`src/rtl/hb_pkg.sv`:
```
package hb_pkg;
   // phase order of the slave PWM waveform
   typedef enum logic {
      PWM_LOW_BELOW  = 1'b0,   // low below compare, high at or above
      PWM_HIGH_BELOW = 1'b1    // high below compare, low at or above
   } pwm_order_e;

   localparam int unsigned HB_MAX_W = 32;
endpackage

```
`src/rtl/hb_master_ctr.sv`:
```
module hb_master_ctr #(
   parameter int unsigned CW = 16
) (
   input  logic          clk,
   input  logic          rst,
   input  logic          en,
   input  logic          halt,
   input  logic [CW-1:0] reload,
   output logic [CW-1:0] cnt,
   output logic          trig
);
   logic adv;
   logic at_top;

   assign adv    = en & ~halt;
   assign at_top = (cnt >= reload);
   assign trig   = adv & at_top;

   always_ff @(posedge clk) begin
      if (rst) begin
         cnt <= '0;
      end else if (adv) begin
         cnt <= at_top ? '0 : cnt + CW'(1);
      end
   end
endmodule

```
`src/rtl/hb_slave_ctr.sv`:
```
module hb_slave_ctr #(
   parameter int unsigned CW = 16
) (
   input  logic          clk,
   input  logic          rst,
   input  logic          en,
   input  logic          clr,
   input  logic [CW-1:0] reload,
   output logic [CW-1:0] cnt
);
   logic at_top;

   assign at_top = (cnt >= reload);

   always_ff @(posedge clk) begin
      if (rst) begin
         cnt <= '0;
      end else if (en) begin
         if (clr || at_top) begin
            cnt <= '0;
         end else begin
            cnt <= cnt + CW'(1);
         end
      end
   end
endmodule

```
`src/rtl/hb_pin_stage.sv`:
```
module hb_pin_stage #(
   parameter int unsigned      CW    = 16,
   parameter hb_pkg::pwm_order_e ORDER = hb_pkg::PWM_LOW_BELOW
) (
   input  logic          en,
   input  logic [CW-1:0] cnt,
   input  logic [CW-1:0] cmp,
   input  logic          pol_inv,
   output logic          pin
);
   logic below;
   logic act;

   assign below = (cnt < cmp);

   generate
      if (ORDER == hb_pkg::PWM_LOW_BELOW) begin : g_low_first
         assign act = ~below;
      end else begin : g_high_first
         assign act = below;
      end
   endgenerate

   assign pin = (en & act) ^ pol_inv;
endmodule

```
`src/rtl/halt_beacon.sv`:
```
module halt_beacon #(
   parameter int unsigned        MST_W = 16,
   parameter int unsigned        SLV_W = 16,
   parameter hb_pkg::pwm_order_e ORDER = hb_pkg::PWM_LOW_BELOW
) (
   input  logic             clk,
   input  logic             rst,
   input  logic             halt,
   input  logic             mst_en,
   input  logic             slv_en,
   input  logic [MST_W-1:0] mst_reload,
   input  logic [SLV_W-1:0] slv_reload,
   input  logic [SLV_W-1:0] slv_cmp,
   input  logic             pol_inv,
   output logic             beacon_pin
);
   localparam int unsigned MAX_W = hb_pkg::HB_MAX_W;

   generate
      if (MST_W < 1 || MST_W > MAX_W) begin : g_bad_mst_w
         $error("halt_beacon: MST_W out of range");
      end
      if (SLV_W < 2 || SLV_W > MAX_W) begin : g_bad_slv_w
         $error("halt_beacon: SLV_W out of range");
      end
   endgenerate

   logic [MST_W-1:0] mst_cnt;
   logic [SLV_W-1:0] slv_cnt;
   logic             upd_trig;

   hb_master_ctr #(.CW(MST_W)) u_master (
      .clk    (clk),
      .rst    (rst),
      .en     (mst_en),
      .halt   (halt),
      .reload (mst_reload),
      .cnt    (mst_cnt),
      .trig   (upd_trig)
   );

   hb_slave_ctr #(.CW(SLV_W)) u_slave (
      .clk    (clk),
      .rst    (rst),
      .en     (slv_en),
      .clr    (upd_trig),
      .reload (slv_reload),
      .cnt    (slv_cnt)
   );

   hb_pin_stage #(.CW(SLV_W), .ORDER(ORDER)) u_pin (
      .en      (slv_en),
      .cnt     (slv_cnt),
      .cmp     (slv_cmp),
      .pol_inv (pol_inv),
      .pin     (beacon_pin)
   );
endmodule

```
`config.mk`:
```
export PLATFORM = sky130hd
export DESIGN_NAME = halt_beacon
export DESIGN_NICKNAME = d
export VERILOG_FILES = /design/src/rtl/hb_pkg.sv /design/src/rtl/hb_master_ctr.sv /design/src/rtl/hb_slave_ctr.sv /design/src/rtl/hb_pin_stage.sv /design/src/rtl/halt_beacon.sv
export SDC_FILE = /design/constraint.sdc
export NUM_CORES = 1
export LEC_CHECK = 0
export ABC_AREA = 1
export CELL_PAD_IN_SITES_DETAIL_PLACEMENT = 0
export CELL_PAD_IN_SITES_GLOBAL_PLACEMENT = 1
export CORE_ASPECT_RATIO = 1.25
export CORE_MARGIN = 2
export CORE_UTILIZATION = 40
export CTS_CLUSTER_SIZE = 30
export DETAILED_ROUTE_END_ITERATION = 8
export PLACE_DENSITY_LB_ADDON = 0.25
export SLEW_MARGIN = 20
export SYNTH_ARGS = -nofsm -noshare
export SYNTH_HDL_FRONTEND = slang
export SYNTH_SLANG_ARGS = --single-unit
```
`constraint.sdc`:
```
create_clock -name clk -period 2.7 [get_ports clk]
set_clock_uncertainty 0.2 [all_clocks]
set_input_delay 0.54 -clock clk [delete_from_list [all_inputs] [get_ports clk]]
set_output_delay 0.54 -clock clk [all_outputs]
set_load 0.01 [all_outputs]
```
==> results.ini <==
[drt]
dr_wl_met2_microns=3140
dr.first_iter.drc_count=66
viasPerCell=4.59
vias=2563
ant_nets=0
wire_per_inst_microns=10.7
wl_met3_microns=196
wl_met1_microns=2540
highest_layer=met4
wl_microns=5970
post-route-drc-count=0
drt-pass1-iter-count=4

[sta]
setup_viol=0
max_freq_mhz=385
min_period_ns=2.60
tightestPinTransition_ns=0.281
rsz0062_at_grt=false
drv_slew=0
relSlewSlack_pct=81.2
holdWs_ns=0.305
min_period_over_period_pct=96.2
hold_violations=0

[clock_tree]
cts-root-buf=clkbuf_8
hold_buffers=0
clk_latency_ns=0.28
clk_path_buf_depth=2
cts_tree=done
cts.sink_count=32
h-tree-depth=2
post_cts_buffers=0
clk_pin_slew_ns=0.06
numCtsBuffers=5

[global_route]
grt_pass1_vias=2641
grt_max_degree=16
overflow=0
antenna_found_initial=0
grt.total_usage_pct=17.3
grt_pass1_wl_microns=10400

[logic_synthesis]
synth_top_cell_area_share_pct=23.5
ys_types=36
avgSynthCellArea_sq_um=6.95
ys_ff_latch=32
synth.area.top_cells=dfxtp_1 23%, ha_1 22%, nand2_1 11%
netlist_instances=393
synth_nets=496
yosysSeqAreaShare_pct=23.5
synth_top_cell_by_area=dfxtp_1
yosys_warnings=0
netlist_area_sq_um=2730

[setup_path]
crit_path_start_kind=input pin
worstSetupPathType=input pin to output port
end_kind=output port
cpMostUsedCell=nand2_1
cp.arrival_ns=1.86
path_max_fanout=2
cp.required_ns=1.96
slowest_stage=dlygate4sd2_1
crit_chain=dlygate4sd2_1 -> inv_2 -> ha_4 -> a21oi_2 -> nor2_1 -> a211oi_2 -> nand2_2 -> nand2_1 -> nand2_2 -> nand2_1 -> nand2_1 -> nand2_1 -> buf_2
critPathMaxStageDelay_ns=0.24

[floorplan]
ios=55
die_y_microns=96.4
rows=33
fp.dieW_microns=77.9
start_util_pct=41.6
core-area_sq_um=6570
die-area_sq_um=7510

[placement]
dp_hpwl_microns=4870
portBuffers=54
globalplace.congestion=0.736

[finish]
diodes=0
final_nets=574
drive_gt1_share_pct=16.6
syn2layout_area_growth_pct=37.7

[pwr]
p_leak_nw=1.86
peakVddDrop_uv=234
power_density_nw_per_um2=275
p_total_w=0.00103

[worst_hold_path]
hold_path.class=flip-flop to flip-flop

[flow_run]
cap_violations=0

[outcome]
outcome=complete, no violations

==> per-stage QoR <==
step	util [%]	cell area [sq um]	worst slack, ns	std cells	TNS (ns)
after floorplan	-	2730	0.444	393	0
after global placement	53.6	3520	-0.677	551	-0.677
final	57.3	3760	0.102	558	0
after global routing	57.3	3760	0.00654	558	0
after CTS	56.6	3720	0.00157	558	0
after detailed placement	53.6	3520	-0.695	551	-0.741
==> path summary, 6_finish.rpt <==
path	slack (ns)	cells after the start	from	end
min	0.30	2	u_master.cnt[0]	u_master.cnt[0]
max	0.10	13	slv_cmp[5]	beacon_pin
min reg2reg	0.30	2	u_master.cnt[0]	u_master.cnt[0]
max reg2reg	0.60	14	u_slave.cnt[5]	u_slave.cnt[10]
==> synth_stat cells <==
cell,n
a211oi_1,1
a21o_1,1
a21o_2,1
a21oi_1,25
buf_2,1
buf_4,1
buf_6,1
dfxtp_1,32
ha_1,49
inv_1,70
inv_2,2
mux2i_1,1
nand2_1,80
nand2_2,4
nand3_1,11
nand3_2,1
nand3_4,1
nand3b_1,1
nand4_1,3
nor2_1,58
nor2_2,1
nor2_4,2
nor3_1,8
nor3_2,1
nor3_4,1
nor3b_1,3
nor3b_2,1
nor4_1,1
o21a_1,1
o21ai_0,7
o21ai_1,1
o21bai_2,1
o22ai_1,2
or2_2,1
xnor2_1,7
xor2_1,11
==> flip-flops by register name, indices dropped and copies added (netlist names) <==
register and count:
u_master.cnt 16, u_slave.cnt 16
==> worst max-delay path, delay by kind of cell <==
| family | cells | cell delay [ns] |
|---|---|---|
| simple gates | 7 | 0.44 |
| buf+inv | 3 | 0.42 |
| compound gates | 2 | 0.28 |
| fa+ha+maj | 1 | 0.19 |
==> power by group <==
| group | switching, W | internal [W] | total [W] | leakage (nW) |
|---|---|---|---|---|
| combinational | 0.0000871 | 0.000115 | 0.000202 | 1.56 |
| sequential | 0.00000509 | 0.000477 | 0.000482 | 0.258 |
| clock | 0.000174 | 0.000175 | 0.000349 | 0.0410 |
| total | 0.000266 | 0.000767 | 0.00103 | 1.86 |
==> placed cells by master, fill, tap and decap left out, drive strengths merged <==
| cell type | n |
|---|---|
| a211oi | 1 |
| a21o | 2 |
| a21oi | 25 |
| buf | 21 |
| clkbuf | 6 |
| clkdlybuf4s50 | 38 |
| clkinv | 1 |
| dfxtp | 32 |
| dlygate4sd2 | 12 |
| dlymetal6s2s | 3 |
| ha | 49 |
| inv | 72 |
| mux2i | 1 |
| nand2 | 84 |
| nand3 | 13 |
| nand3b | 1 |
| nand4 | 3 |
| nor2 | 61 |
| nor3 | 10 |
| nor3b | 4 |
| nor4 | 1 |
| o21a | 1 |
| o21ai | 8 |
| o21bai | 1 |
| o22ai | 2 |
| or2 | 1 |
| xnor2 | 7 |
| xor2 | 11 |
==> cells by family after synthesis <==
logic type / after synthesis / share of synthesized area [%]
and+or+nand+nor: 178 / 29.1
adders and majority gates: 49 / 22.5
buffers and inverters: 75 / 10.8
DFF: 32 / 23.5
AOI/OAI and AO/OA: 40 / 8.07
muxes: 1 / 0.367
xor gates and xnor gates: 18 / 5.77
==> final cells by class <==
cell class,count,area [sq um]
flip-flops and latches,32,641
clock inverters,1,5.00
well taps,87,109
inverters,72,270
fillers,646,2810
repair buffers,74,691
clock buffers,6,72.6
multi-input cells,286,1970
==> routing by layer <==
| metal | vias to the layer above | global-route usage [%] |
|---|---|---|
| met1 | 1122 | 17.5 |
| li1 | 1397 | - |
| met4 | 0 | 6.14 |
| met3 | 8 | 3.56 |
| met5 | - | 0 |
| met2 | 36 | 34.8 |
==> timing repair <==
action | 4_1_cts | 5_1_grt
pin swaps | 30 | 12
resized for setup | 47 | 10
setup endpoints to repair | 1 | 1
gates cloned | 0 | 0
Power figures use the tool's default switching activity.
